**src/rtl/trl_pkg.sv**
```systemverilog
package trl_pkg;
  localparam int LAST_W = 14;
  localparam int RIDX_W = 6;
  localparam int RCNT_W = 9;
  localparam int SZC_W  = 3;

  localparam logic [1:0]        KIND_TRLIST  = 2'd3;
  localparam logic [RCNT_W-1:0] RCNT_FOREVER = '1;

  typedef struct packed {
    logic [LAST_W-1:0] last;
    logic [RIDX_W-1:0] ridx;
    logic [1:0]        szc;
  } walk_cfg_t;

  typedef enum logic {ST_IDLE, ST_RUN} walk_state_e;
endpackage

```
**src/rtl/trl_hdr_decode.sv**
```systemverilog
module trl_hdr_decode
  import trl_pkg::*;
(
  input  logic [31:0]       hdr0_i,
  input  logic [31:0]       hdr1_i,
  output walk_cfg_t         cfg_o,
  output logic [RCNT_W-1:0] rcnt_o,
  output logic              ok_o
);
  localparam int LAST_LSB = 0;
  localparam int RIDX_LSB = LAST_LSB + LAST_W;
  localparam int RCNT_LSB = RIDX_LSB + RIDX_W;
  localparam int KIND_LSB = 30;
  localparam int SZC_LSB  = 24;

  logic [1:0]       kind;
  logic [SZC_W-1:0] szc_full;
  logic             unused_bits;

  assign kind     = hdr0_i[KIND_LSB +: 2];
  assign szc_full = hdr1_i[SZC_LSB +: SZC_W];

  assign cfg_o.last = hdr0_i[LAST_LSB +: LAST_W];
  assign cfg_o.ridx = hdr0_i[RIDX_LSB +: RIDX_W];
  assign cfg_o.szc  = szc_full[1:0];
  assign rcnt_o     = hdr0_i[RCNT_LSB +: RCNT_W];

  // kind must be a list, reload target inside the list, size code 0..3
  assign ok_o = (kind == KIND_TRLIST)
             && (LAST_W'(cfg_o.ridx) <= cfg_o.last)
             && (szc_full[SZC_W-1] == 1'b0);

  assign unused_bits = ^{hdr0_i[29], hdr1_i[31:SZC_LSB+SZC_W], hdr1_i[SZC_LSB-1:0]};
endmodule

```
**src/rtl/trl_addr_gen.sv**
```systemverilog
module trl_addr_gen
  import trl_pkg::*;
#(
  parameter int ADDR_W = 32
) (
  input  logic [ADDR_W-1:0] base_i,
  input  logic [1:0]        szc_i,
  input  logic [LAST_W-1:0] last_i,
  input  logic [LAST_W-1:0] idx_i,
  output logic [ADDR_W-1:0] rec_addr_o,
  output logic [ADDR_W-1:0] rsp_addr_o
);
  localparam int MIN_SHIFT = 4;   // 16-byte smallest record
  localparam int RSP_SHIFT = 2;   // 4-byte response slot

  logic [2:0]        shamt;
  logic [ADDR_W-1:0] rec_slot;
  logic [ADDR_W-1:0] rsp_area;

  assign shamt    = 3'(MIN_SHIFT) + {1'b0, szc_i};
  assign rec_slot = ADDR_W'(idx_i) + ADDR_W'(1);
  assign rsp_area = ADDR_W'(last_i) + ADDR_W'(2);

  assign rec_addr_o = base_i + (rec_slot << shamt);
  assign rsp_addr_o = base_i + (rsp_area << shamt) + (ADDR_W'(idx_i) << RSP_SHIFT);
endmodule

```
**src/rtl/trl_seq.sv**
```systemverilog
module trl_seq
  import trl_pkg::*;
#(
  parameter int ADDR_W = 32
) (
  input  logic              clk,
  input  logic              rst_n,
  input  logic              start_i,
  input  logic              cfg_ok_i,
  input  logic [ADDR_W-1:0] base_i,
  input  walk_cfg_t         cfg_i,
  input  logic [RCNT_W-1:0] rcnt_i,
  input  logic              ready_i,
  output logic              valid_o,
  output logic [LAST_W-1:0] idx_o,
  output walk_cfg_t         cfg_o,
  output logic [ADDR_W-1:0] base_o,
  output logic              done_o,
  output logic              err_o
);
  walk_state_e       state_q, state_d;
  logic [LAST_W-1:0] idx_q, idx_d;
  logic [RCNT_W-1:0] rem_q, rem_d;
  walk_cfg_t         cfg_q;
  logic [ADDR_W-1:0] base_q;
  logic              done_q, done_d, err_q, err_d;
  logic              idx_en, rem_en, cfg_ld, at_last;

  assign at_last = (idx_q == cfg_q.last);
  assign cfg_ld  = (state_q == ST_IDLE) && start_i && cfg_ok_i;

  always_comb begin
    state_d = state_q;
    idx_en  = 1'b0;
    idx_d   = idx_q;
    rem_en  = 1'b0;
    rem_d   = rem_q;
    done_d  = 1'b0;
    err_d   = 1'b0;
    case (state_q)
      ST_IDLE: begin
        if (start_i) begin
          if (cfg_ok_i) begin
            state_d = ST_RUN;
            idx_en  = 1'b1;
            idx_d   = '0;
            rem_en  = 1'b1;
            rem_d   = rcnt_i;
          end else begin
            err_d = 1'b1;
          end
        end
      end
      ST_RUN: begin
        if (ready_i) begin
          if (!at_last) begin
            idx_en = 1'b1;
            idx_d  = idx_q + LAST_W'(1);
          end else if (rem_q == '0) begin
            state_d = ST_IDLE;
            done_d  = 1'b1;
          end else begin
            idx_en = 1'b1;
            idx_d  = LAST_W'(cfg_q.ridx);
            if (rem_q != RCNT_FOREVER) begin
              rem_en = 1'b1;
              rem_d  = rem_q - RCNT_W'(1);
            end
          end
        end
      end
    endcase
  end

  always_ff @(posedge clk or negedge rst_n) begin
    if (!rst_n) begin
      state_q <= ST_IDLE;
      done_q  <= 1'b0;
      err_q   <= 1'b0;
    end else begin
      state_q <= state_d;
      done_q  <= done_d;
      err_q   <= err_d;
    end
  end

  always_ff @(posedge clk or negedge rst_n) begin
    if (!rst_n)      idx_q <= '0;
    else if (idx_en) idx_q <= idx_d;
  end

  always_ff @(posedge clk or negedge rst_n) begin
    if (!rst_n)      rem_q <= '0;
    else if (rem_en) rem_q <= rem_d;
  end

  always_ff @(posedge clk or negedge rst_n) begin
    if (!rst_n) begin
      cfg_q  <= '0;
      base_q <= '0;
    end else if (cfg_ld) begin
      cfg_q  <= cfg_i;
      base_q <= base_i;
    end
  end

  assign valid_o = (state_q == ST_RUN);
  assign idx_o   = idx_q;
  assign cfg_o   = cfg_q;
  assign base_o  = base_q;
  assign done_o  = done_q;
  assign err_o   = err_q;

  p_err_after_start_r1: assert property (@(posedge clk) disable iff (!rst_n)
    err_o |-> (!valid_o && $past(start_i)));

  p_idx_bound_r5: assert property (@(posedge clk) disable iff (!rst_n)
    valid_o |-> (idx_o <= cfg_q.last));

  p_done_after_take_r6: assert property (@(posedge clk) disable iff (!rst_n)
    done_o |-> (!valid_o && $past(valid_o && ready_i)));

  p_forever_no_done_r7: assert property (@(posedge clk) disable iff (!rst_n)
    done_o |-> ($past(rem_q) != RCNT_FOREVER));

  p_busy_start_r10: assert property (@(posedge clk) disable iff (!rst_n)
    (valid_o && start_i && !ready_i) |=> (valid_o && !err_o && $stable(idx_o)));
endmodule

```
**src/rtl/trl_walker.sv**
```systemverilog
module trl_walker
  import trl_pkg::*;
#(
  parameter int ADDR_W = 32
) (
  input  logic              clk,
  input  logic              rst_n,
  input  logic              start_i,
  input  logic [ADDR_W-1:0] base_i,
  input  logic [31:0]       hdr0_i,
  input  logic [31:0]       hdr1_i,
  output logic              rec_valid_o,
  input  logic              rec_ready_i,
  output logic [ADDR_W-1:0] rec_addr_o,
  output logic [ADDR_W-1:0] rsp_addr_o,
  output logic [LAST_W-1:0] rec_idx_o,
  output logic              done_o,
  output logic              err_o
);
  walk_cfg_t         dec_cfg, run_cfg;
  logic [RCNT_W-1:0] dec_rcnt;
  logic              dec_ok;
  logic [ADDR_W-1:0] run_base;

  trl_hdr_decode u_dec (
    .hdr0_i (hdr0_i),
    .hdr1_i (hdr1_i),
    .cfg_o  (dec_cfg),
    .rcnt_o (dec_rcnt),
    .ok_o   (dec_ok)
  );

  trl_seq #(.ADDR_W(ADDR_W)) u_seq (
    .clk      (clk),
    .rst_n    (rst_n),
    .start_i  (start_i),
    .cfg_ok_i (dec_ok),
    .base_i   (base_i),
    .cfg_i    (dec_cfg),
    .rcnt_i   (dec_rcnt),
    .ready_i  (rec_ready_i),
    .valid_o  (rec_valid_o),
    .idx_o    (rec_idx_o),
    .cfg_o    (run_cfg),
    .base_o   (run_base),
    .done_o   (done_o),
    .err_o    (err_o)
  );

  trl_addr_gen #(.ADDR_W(ADDR_W)) u_addr (
    .base_i     (run_base),
    .szc_i      (run_cfg.szc),
    .last_i     (run_cfg.last),
    .idx_i      (rec_idx_o),
    .rec_addr_o (rec_addr_o),
    .rsp_addr_o (rsp_addr_o)
  );

  p_hold_stall_r9: assert property (@(posedge clk) disable iff (!rst_n)
    (rec_valid_o && !rec_ready_i) |=> (rec_valid_o && $stable(rec_addr_o)
      && $stable(rsp_addr_o) && $stable(rec_idx_o)));

  p_step_first_r5: assert property (@(posedge clk) disable iff (!rst_n)
    $rose(rec_valid_o) |-> (rec_idx_o == '0));

  p_pulse_excl_r11: assert property (@(posedge clk) disable iff (!rst_n)
    !(done_o && err_o));
endmodule

```
**config.mk**
```make
export PLATFORM = sky130hd
export DESIGN_NAME = trl_walker
export DESIGN_NICKNAME = d
export VERILOG_FILES = /design/src/rtl/trl_pkg.sv /design/src/rtl/trl_hdr_decode.sv /design/src/rtl/trl_addr_gen.sv /design/src/rtl/trl_seq.sv /design/src/rtl/trl_walker.sv
export SDC_FILE = /design/constraint.sdc
export NUM_CORES = 1
export LEC_CHECK = 0
export ABC_AREA = 1
export BUFFER_PORTS_ARGS = -buffer_cell sky130_fd_sc_hd__buf_4
export CAP_MARGIN = 20
export CORE_ASPECT_RATIO = 0.6
export CORE_MARGIN = 3
export CORE_UTILIZATION = 60
export CTS_CLUSTER_DIAMETER = 100
export DETAILED_ROUTE_END_ITERATION = 6
export GPL_ROUTABILITY_DRIVEN = 0
export GPL_TIMING_DRIVEN = 0
export HOLD_SLACK_MARGIN = 0.03
export PLACE_DENSITY_LB_ADDON = 0.2
export SLEW_MARGIN = 20
export SYNTH_ARGS = -nofsm -noshare
export SYNTH_HDL_FRONTEND = slang
export SYNTH_SLANG_ARGS = --single-unit
```
**constraint.sdc**
```tcl
create_clock -name clk -period 10.5 [get_ports clk]
set_input_delay 0.525 -clock clk [delete_from_list [all_inputs] [get_ports clk]]
set_output_delay 0.525 -clock clk [all_outputs]
set_load 0.01 [all_outputs]
```
==> results.py, run 1 <==
metrics = {
    "outcome": {
        "status": "complete, but fails checks",
        "violations": "design-rule violations",
    },
    "power": {
        "leakage_nw": 5.76,
        "p_per_area_nw_per_um2": 321,
        "finalPower_mw": 3.27,
        "ir_drop_mv": 0.246,
    },
    "synthesis": {
        "syn_avg_cell_area_um2": 6.27,
        "ys_seq_elements": 80,
        "ys_async_sr_fraction_pct": 100,
        "synth-edff-count": 0,
        "syn_inst": 1358,
        "ys_top_cells_by_area": "dfrtp_1 (24%), nand2_1 (19%), ha_1 (8.4%)",
        "yosysWarnings": 0,
        "yosys.area.top_type": "dfrtp_1",
        "synthFlopType": "dfrtp_1",
        "synthesis.nets": 1529,
        "yosysSeqAreaShare_pct": 23.5,
        "synthesis.area_um2": 8510,
        "yosysTopAreaCellShare_pct": 23.5,
        "yosysUniqueCellTypes": 39,
    },
    "grt": {
        "grt_usage_pct": 37.0,
        "gr-total-overflow": 0,
        "antenna_found_initial": 0,
        "grt_max_degree": 81,
        "grt_pass1_wl_um": 46100,
        "grt_pass1_vias": 9033,
    },
    "final_layout": {
        "syn_to_final_growth_pct": 19.9,
        "final_core_util_pct": 74.2,
        "final_common_cell": "nand2_1",
        "drive_gt1_share_pct": 13.3,
        "layout_common_cells": "nand2_1 (436), inv_1 (168), buf_4 (155), nor2_1 (140), nand3_1 (114)",
        "fin_area_um2": 10200,
        "antenna_cells": 0,
        "final_nets": 1690,
        "fillerInstances": 1184,
        "final_cells": 1716,
    },
    "placement": {
        "place_ws_ns": 5.95,
        "port_buffers": 150,
        "hpwlAfterDp_um": 23400,
        "place_inst": 1700,
        "placed_cell_area_um2": 9870,
    },
    "sta": {
        "setup_ws_ns": 5.33,
        "maxSlewHeadroom_pct": 48.5,
        "finalMaxSlewViolations": 0,
        "finalSetupViolCount": 0,
        "worst_hold_slack_ns": 0.176,
        "timing.final.hold_violations": 0,
        "fmax_mhz": 193,
        "min_period_ns": 5.17,
        "skew_ns": 0.00815,
        "rsz0062_at_grt": "no",
        "post-route-period-util_pct": 49.2,
        "setup_tns_ns": 0,
        "tightestPinTransition_ns": 0.772,
    },
    "clocking": {
        "clock_sinks": 80,
        "clk_path_buf_depth": 2,
        "ctsResizeCount": 0,
        "cts_buffers": 9,
        "cts_max_level": 3,
        "clk_pin_slew_ns": 0.07,
        "cts_hold_buf": 0,
        "cts_root_buf": "clkbuf_16",
        "post_cts_buffers": 0,
        "clk_latency_ns": 0.36,
        "cts_tree": "yes",
    },
    "setup_path": {
        "startpoint_type": "flop",
        "cp_data_required_time_ns": 9.98,
        "worstPathMaxFanout": 7,
        "path_class": "flop to primary output",
        "worstRegToRegCells": 11,
        "critPathCaptureType": "primary output",
        "worstPathArrival_ns": 4.65,
    },
    "floorplan": {
        "start_util_pct": 61.9,
        "dieHeight_um": 98.2,
        "die_area_um2": 15700,
        "fp.coreArea_um2": 13700,
        "pin_count": 181,
        "rows": 33,
        "fp.dieW_um": 160,
    },
    "drt": {
        "drt_iter0_markers": 1472,
        "drt_first_pass_iters": 7,
        "antenna_left": 0,
        "wl_per_cell_um": 17.1,
        "num_vias": 10100,
        "drc": 6,
        "drt-total-wl_um": 29400,
        "via_per_inst": 5.86,
    },
    "flow_run": {
        "maxCapViolCount": 0,
    },
    "min_path": {
        "holdCritPathClass": "primary input to async pin",
    },
}
-- worst paths after layout --
| check | start | to | slack [ns] |
|---|---|---|---|
| worst max-delay path | u_seq.cfg_o[9] | rsp_addr_o[26] | 5.33 |
| worst min-delay path | rst_n | u_seq.base_o[24] | 0.18 |
| worst max register to register | u_seq.idx_o[0] | u_seq.idx_o[12] | 8.16 |
| worst min register to register | u_seq.cfg_o[5] | u_seq.cfg_o[5] | 0.51 |
| max in group asynchronous | rst_n | u_seq.base_o[21] | 9.76 |
| min in group clk | base_i[31] | u_seq.base_o[31] | 0.40 |
-- cells by family (layout without fill, tap and decap cells) --
group / after synthesis / in the layout / synth area share, %
mux: 7 / 7 / 0.824
xor+xnor: 54 / 54 / 5.56
fa+ha+maj: 71 / 71 / 11.7
flops: 80 / 80 / 23.5
compound gates: 181 / 181 / 11.1
simple gates: 754 / 754 / 37.4
buf+inv: 211 / 377 / 9.87
-- report_power, final --
group	switching (mW)	internal (mW)
clock	0.160	0.193
sequential	0.194	0.406
combinational	1.40	0.924
total	1.75	1.52
-- critical path: stages (launching register included) --
cell and delay (ns):
dfrtp_1 0.59, ha_1 0.26, nand3_1 0.14, nor2_1 0.20, nand3_1 0.16, xor2_1 0.22, or2_2 0.30, nand3_1 0.07
nand2_1 0.07, fa_1 0.48, inv_1 0.04, ha_1 0.38, a21oi_1 0.33, o21a_1 0.24, nand2_1 0.07, nand2_1 0.06
nand3_1 0.26, xor2_1 0.24, buf_4 0.16
-- area by class of cell --
| class | instances | area (um^2) | share of cell area, % |
|---|---|---|---|
| Buffer | 37 | 186 | 1.83 |
| Clock buffer | 9 | 225 | 2.21 |
| Clock inverter | 7 | 95.1 | 0.932 |
| Inverter | 174 | 653 | 6.40 |
| Multi-Input combinational cell | 1067 | 5670 | 55.6 |
| Sequential cell | 80 | 2000 | 19.6 |
| Tap cell | 192 | 240 | 2.36 |
| Timing Repair Buffer | 150 | 1130 | 11.1 |
-- cells in the mapped netlist (all sizes together) (5+ instances only) --
library cell and count:
nand3 116, nand2 442, buf 21, xor2 48, nand3b 5, xnor2 6
nor3 18, mux2i 7, a21oi 64, nor2 142, dfrtp 80, inv 174
a21o 5, nand4 23, o21ai 101, fa 14, ha 57, clkbuf 16
-- per-layer routing --
| metal | vias to the layer above | GRT usage (%) | wire, um |
|---|---|---|---|
| met5 | - | 0 | 0 |
| met3 | 86 | 14.5 | 5390 |
| met2 | 768 | 49.3 | 10900 |
| li1 | 4675 | - | - |
| met4 | 0 | 10.4 | 748 |
| met1 | 4532 | 54.9 | 12400 |
-- state kept, by name (all words and copies together) (netlist names) --
name,count
u_seq.base_o,32
u_seq.cfg_o,22
u_seq.idx_o,14
u_seq.rem_q,9
u_seq.done_o,1
u_seq.err_o,1
u_seq.valid_o,1
No activity file was read; power rests on OpenSTA's default activity.
==> inputs of run 2 (changes only) <==
--- a/config.mk
+++ b/config.mk
@@ -10,7 +10,7 @@
 export CAP_MARGIN = 20
 export CORE_ASPECT_RATIO = 0.6
 export CORE_MARGIN = 3
-export CORE_UTILIZATION = 60
+export CORE_UTILIZATION = 51
 export CTS_CLUSTER_DIAMETER = 100
 export DETAILED_ROUTE_END_ITERATION = 6
 export GPL_ROUTABILITY_DRIVEN = 0
==> constraint.sdc (replaced) <==
create_clock -name clk -period 4.5 [get_ports clk]
set_input_delay 0.225 -clock clk [delete_from_list [all_inputs] [get_ports clk]]
set_output_delay 0.225 -clock clk [all_outputs]
set_load 0.01 [all_outputs]
==> results.py, run 2 (same netlist as run 1, synthesis figures left out) <==
metrics = {
    "sta": {
        "setup_ws_ns": 0.166,
        "skew_ns": 0.00577,
        "timing.final.hold_violations": 0,
        "post-route-period-util_pct": 96.3,
        "finalSetupViolCount": 0,
        "tightestPinTransition_ns": 0.770,
        "min_period_ns": 4.33,
        "maxSlewHeadroom_pct": 48.2,
        "fmax_mhz": 231,
        "finalMaxSlewViolations": 0,
        "setup_tns_ns": 0,
    },
    "grt": {
        "antenna_found_initial": 0,
        "gr-total-overflow": 0,
        "grt_pass1_vias": 8984,
        "grt_pass1_wl_um": 47300,
        "grt_max_degree": 81,
        "grt_usage_pct": 32.7,
    },
    "setup_path": {
        "slowest_stage": "dfrtp_2",
        "critPathCaptureType": "primary output",
        "crit_chain": "ha_2 -> nand3_2 -> nor2_4 -> nand3_2 -> xor2_1 -> or2_2 -> nand3_1 -> nand2_1 -> fa_1 -> inv_1 -> ha_2 -> nand2_1 -> inv_1 -> nand2_1 -> nor2_2 -> nand4_1 -> nand3b_1 -> xor2_1 -> buf_4",
        "cp_data_required_time_ns": 4.28,
        "cpPeakStageDelay_ns": 0.48,
        "path_common_cell": "nand2_1",
        "startpoint_type": "flop",
        "path_class": "flop to primary output",
        "worstPathMaxFanout": 5,
        "worstPathArrival_ns": 4.11,
    },
    "clocking": {
        "clk_latency_ns": 0.36,
        "clk_pin_slew_ns": 0.07,
        "clk_path_buf_depth": 2,
        "cts_buffers": 9,
        "cts_root_buf": "clkbuf_16",
        "cts_max_level": 3,
        "cts_tree": "yes",
        "clock_sinks": 80,
    },
    "final_layout": {
        "fillerInstances": 1512,
        "final_cells": 1748,
        "antenna_cells": 0,
        "layout_common_cells": "nand2_1 (435), inv_1 (168), buf_4 (157), nor2_1 (135), nand3_1 (110)",
        "final_core_util_pct": 65.2,
        "drive_gt1_share_pct": 14.9,
        "final_nets": 1692,
        "syn_to_final_growth_pct": 21.5,
        "largest_reg_flops": 32,
        "final_common_cell": "nand2_1",
    },
    "drt": {
        "wl_per_cell_um": 17.5,
        "antenna_left": 0,
        "drc": 0,
        "via_per_inst": 5.60,
        "drt_first_pass_iters": 7,
        "num_vias": 9794,
        "drt_iter0_markers": 1161,
        "drt-total-wl_um": 30500,
    },
    "floorplan": {
        "fp.coreArea_um2": 15900,
        "rows": 35,
        "pin_count": 181,
        "start_util_pct": 53.7,
        "fp.dieW_um": 173,
        "dieHeight_um": 106,
        "die_area_um2": 18300,
    },
    "power": {
        "ir_drop_mv": 0.410,
        "intPower_mw": 3.59,
        "swShare_pct": 53.6,
        "p_clk_share_pct": 10.5,
        "p_comb_share_pct": 71.1,
        "pwr-share-seq_pct": 18.4,
        "p_sw_mw": 4.15,
        "leakage_nw": 5.77,
        "p_per_area_nw_per_um2": 749,
    },
    "flow_run": {
        "maxCapViolCount": 0,
    },
    "min_path": {
        "holdCritPathClass": "primary input to flop",
    },
    "placement": {
        "port_buffers": 150,
        "hpwlAfterDp_um": 24300,
        "place_inst": 1730,
        "place_ws_ns": 0.231,
    },
    "outcome": {
        "status": "finished, final reports clean",
    },
}
run 2: critical path, delay by kind of cell (launching register included):
family	cells	cell delay (ns)
AND/OR/NAND/NOR	11	1.46
adder cells (fa/ha/maj)	3	1.11
flip-flops	1	0.48
XOR/XNOR	2	0.42
buffers and inverters	3	0.28
run 2: power by group through the flow:
stage	registers [mW]	clock network, mW	logic, mW
floorplan	1.19	0	3.33
global placement	1.36	0	5.15
detailed placement	1.37	0	5.24
CTS	1.36	0.814	5.30
global route	1.43	0.841	6.04
finish	1.43	0.815	5.50
run 2: area by class of cell:
cell class	instances	area (um^2)	share of cell area [%]
multi-input combinational	1067	5750	55.6
buffer	36	183	1.77
tap	222	278	2.69
clock buffer	10	239	2.31
sequential	80	2010	19.4
timing repair buffer	153	1150	11.2
inverter	174	653	6.32
clock inverter	6	73.8	0.714
run 2: metrics by stage:
step | power (mW) | cell area, um^2 | hold WS [ns]
floorplan | 4.52 | 8510 | -0.0706
global placement | 6.51 | 9910 | 0.472
detailed placement | 6.61 | 9910 | 0.477
CTS | 7.47 | 10200 | 0.114
global route | 8.32 | 10300 | 0.122
finish | 7.74 | 10300 | 0.116
run 2: final timing paths:
| kind | endpoint | start | slack [ns] | depth (start not counted) |
|---|---|---|---|---|
| worst max-delay path | rsp_addr_o[21] | u_seq.cfg_o[9] | 0.17 | 19 |
| worst min-delay path | u_seq.base_o[30] | base_i[30] | 0.12 | 3 |
| worst max register to register | u_seq.idx_o[10] | u_seq.rem_q[0] | 2.30 | 10 |
| worst min register to register | u_seq.cfg_o[5] | u_seq.cfg_o[5] | 0.50 | 2 |
| max in group asynchronous | u_seq.idx_o[1] | rst_n | 3.45 | 2 |
| min in group asynchronous | u_seq.cfg_o[4] | rst_n | 0.48 | 2 |
run 2: what timing repair did:
action,4_1_cts,5_1_grt
setup endpoints to repair,5,24
hold buffers,0,1
hold endpoints to repair,0,74
gates resized for setup,4,28
buffers inserted,0,2
pin swaps,0,2
run 2: layer usage:
layer,up-vias,global-route usage [%],share of wire (%)
met5,-,0,0
met4,0,6.18,1.7
met3,60,13.3,18
met2,639,43.1,36
met1,4424,49.3,44
li1,4671,-,-
==> inputs of run 3 (changes only) <==
--- a/config.mk
+++ b/config.mk
@@ -5,7 +5,7 @@
 export SDC_FILE = /design/constraint.sdc
 export NUM_CORES = 1
 export LEC_CHECK = 0
-export ABC_AREA = 1
+export ABC_AREA = 0
 export BUFFER_PORTS_ARGS = -buffer_cell sky130_fd_sc_hd__buf_4
 export CAP_MARGIN = 20
 export CORE_ASPECT_RATIO = 0.6
==> results.py, run 3 <==
metrics = {
    "floorplan": {
        "dieHeight_um": 103,
        "rows": 34,
        "fp.coreArea_um2": 14800,
        "die_area_um2": 17200,
        "pin_count": 181,
        "fp.dieW_um": 167,
        "start_util_pct": 53.6,
    },
    "synthesis": {
        "yosysSeqAreaShare_pct": 25.2,
        "ys_seq_elements": 80,
        "synthFlopType": "dfrtp_1",
        "yosysWarnings": 0,
        "yosysMostFrequentCell": "nand2_1",
        "yosysUniqueCellTypes": 68,
        "synth-edff-count": 0,
        "synthesis.nets": 1120,
        "synthesis.area_um2": 7950,
        "yosysTopAreaCellShare_pct": 25.2,
        "yosys.area.top_type": "dfrtp_1",
        "ys_async_sr_fraction_pct": 100,
        "syn_avg_cell_area_um2": 8.38,
        "ys_top_cells_by_area": "dfrtp_1 (25%), ha_1 (9.0%), mux2_2 (8.2%)",
        "synthTopCellsByCount": "nand2_1 (89), dfrtp_1 (80), nor2_1 (71), a21oi_1 (70)",
        "syn_inst": 949,
    },
    "power": {
        "leakage_nw": 4.70,
        "p_clk_share_pct": 8.9,
        "finalPower_mw": 8.32,
        "p_comb_share_pct": 76.1,
        "ir_drop_mv": 0.701,
        "pwr-share-seq_pct": 15.0,
        "p_per_area_nw_per_um2": 785,
        "swShare_pct": 48.5,
        "intPower_mw": 4.28,
        "p_sw_mw": 4.04,
    },
    "sta": {
        "tightestPinTransition_ns": 0.787,
        "finalMaxSlewViolations": 0,
        "fmax_mhz": 213,
        "setup_ws_ns": -0.192,
        "setup_tns_ns": -0.666,
        "timing.final.hold_violations": 0,
        "skew_ns": 0.00956,
        "rsz0062_at_grt": "yes",
        "post-route-period-util_pct": 104,
        "finalSetupViolCount": 7,
        "maxSlewHeadroom_pct": 46.1,
        "min_period_ns": 4.69,
    },
    "final_layout": {
        "layout_common_cells": "buf_4 (196), nand2_1 (83), dfrtp_1 (72), nor2_1 (62), mux2_2 (56)",
        "final_nets": 1309,
        "final_cells": 1341,
        "fillerInstances": 1151,
        "final_core_util_pct": 71.3,
        "largest_reg_flops": 32,
        "drive_gt1_share_pct": 36.8,
        "final_common_cell": "buf_4",
        "syn_to_final_growth_pct": 33.2,
        "antenna_cells": 0,
    },
    "placement": {
        "hpwlAfterDp_um": 19600,
        "port_buffers": 150,
        "place_inst": 1297,
    },
    "outcome": {
        "status": "complete, but fails checks",
        "violations": "negative setup slack",
    },
    "drt": {
        "wl_met3_um": 3780,
        "wl_per_cell_um": 20.3,
        "drt-total-wl_um": 27200,
        "wirelength_met1_um": 12400,
        "via_per_inst": 6.28,
        "drt_iter0_markers": 1098,
        "wl_met2_um": 10700,
        "top_layer": "met4",
        "drt_first_pass_iters": 7,
        "antenna_left": 0,
        "num_vias": 8422,
        "drc": 0,
    },
    "clocking": {
        "cts_root_buf": "clkbuf_16",
        "clock_sinks": 80,
        "cts_max_level": 3,
        "cts_buffers": 9,
        "clk_pin_slew_ns": 0.07,
        "cts_tree": "yes",
        "clk_latency_ns": 0.35,
        "clk_path_buf_depth": 2,
    },
    "grt": {
        "grt_pass1_wl_um": 40300,
        "grt_pass1_vias": 7346,
        "gr-total-overflow": 0,
        "antenna_found_initial": 0,
        "grt_max_degree": 81,
        "grt_usage_pct": 29.6,
    },
    "setup_path": {
        "worstPathMaxFanout": 10,
        "startpoint_type": "flop",
        "regToRegSetupSlack_ns": 1.88,
        "cp_data_required_time_ns": 4.28,
        "critPathCaptureType": "primary output",
        "path_class": "flop to primary output",
        "worstPathArrival_ns": 4.47,
    },
    "flow_run": {
        "maxCapViolCount": 0,
    },
    "min_path": {
        "holdCritPathClass": "primary input to flop",
    },
}
## run 3: cell count changes after synthesis, sizes merged, moves of 40 or more
| cell | before | now |
|---|---|---|
| inv | 174 | 37 |
| o21ai | 101 | 61 |
| nor2 | 142 | 71 |
| nand3 | 116 | 31 |
| mux2 | 0 | 58 |
| xnor2 | 6 | 49 |
| nand2 | 442 | 90 |
## run 3: per-stage QoR
stage / area [um^2] / setup WS [ns] / hold slack, ns
2_1_floorplan: 7950 / 0.196 / -0.0706
3_3_place_gp: 9330 / -0.743 / 0.432
3_5_place_dp: 9330 / -0.733 / 0.446
4_1_cts: 10000 / -0.110 / 0.0876
5_1_grt: 10600 / -0.356 / 0.0955
6_report: 10600 / -0.192 / 0.0903
## run 3: final timing paths
kind | from | endpoint | cells past startpoint
max in group asynchronous | rst_n | u_seq.idx_o[7] | 2
worst min-delay path | hdr1_i[24] | u_seq.cfg_o[0] | 3
worst max register to register | u_seq.idx_o[13] | u_seq.idx_o[13] | 9
worst min register to register | u_seq.cfg_o[6] | u_seq.cfg_o[6] | 1
worst max-delay path | u_seq.cfg_o[0] | rsp_addr_o[31] | 19
min in group asynchronous | rst_n | u_seq.cfg_o[2] | 2
## run 3: worst max-delay path, stage by stage (launching register included)
cell,delay (ns)
dfrtp_1,0.42
inv_2,0.16
buf_2,0.31
nand2_1,0.10
nand2_1,0.10
a2bb2oi_2,0.08
buf_4,0.14
mux2_4,0.28
fa_1,0.48
ha_4,0.30
o21ai_1,0.10
o211ai_1,0.28
o211ai_1,0.14
buf_4,0.17
a31oi_4,0.21
a311oi_2,0.13
buf_4,0.20
nand3b_1,0.18
xnor2_1,0.18
buf_4,0.15
## run 3: power by group through the flow
stage               Sequential, mW  Clock (mW)  Combinational (mW)
finish                        1.25       0.738                6.33
global route                  1.28       0.787                6.75
CTS                           1.23       0.746                5.58
detailed placement            1.23           0                5.16
global placement              1.22           0                5.06
floorplan                     1.14           0                3.30
## run 3: kinds of logic (layout without fill, tap and decap cells)
kind of cell / Yosys count / after routing / share of synthesized area (%)
AND/OR/NAND/NOR: 304 / 304 / 18.8
multiplexers: 75 / 75 / 10.4
buffers and inverters: 104 / 297 / 5.82
XOR/XNOR: 70 / 70 / 7.71
flip-flops: 80 / 80 / 25.2
adder cells (fa/ha/maj): 71 / 71 / 12.5
AO/OA/AOI/OAI: 245 / 246 / 19.6
## run 3: layout make-up
cell class | instances | area (um^2) | area share, %
well taps | 198 | 248 | 2.34
clock buffers | 10 | 239 | 2.26
flip-flops and latches | 80 | 2010 | 19.0
clock inverters | 6 | 58.8 | 0.555
repair buffers | 185 | 1420 | 13.4
multi-input cells | 766 | 6120 | 57.8
plain buffers | 59 | 360 | 3.40
inverters | 37 | 139 | 1.31
## run 3: routing by layer
| metal | track usage [%] | vias to the layer above |
|---|---|---|
| met4 | 4.09 | 0 |
| met1 | 47.0 | 3983 |
| met2 | 40.5 | 588 |
| met5 | 0 | - |
| met3 | 8.35 | 63 |
| li1 | - | 3788 |
## run 3: timing repair
item,in CTS,in global routing
endpoints found under the setup margin,39,29
resized for setup,77,107
pin swaps,16,37
endpoints found under the hold margin,0,80
cloned,0,1
buffers inserted,14,20
hold buffers,0,1
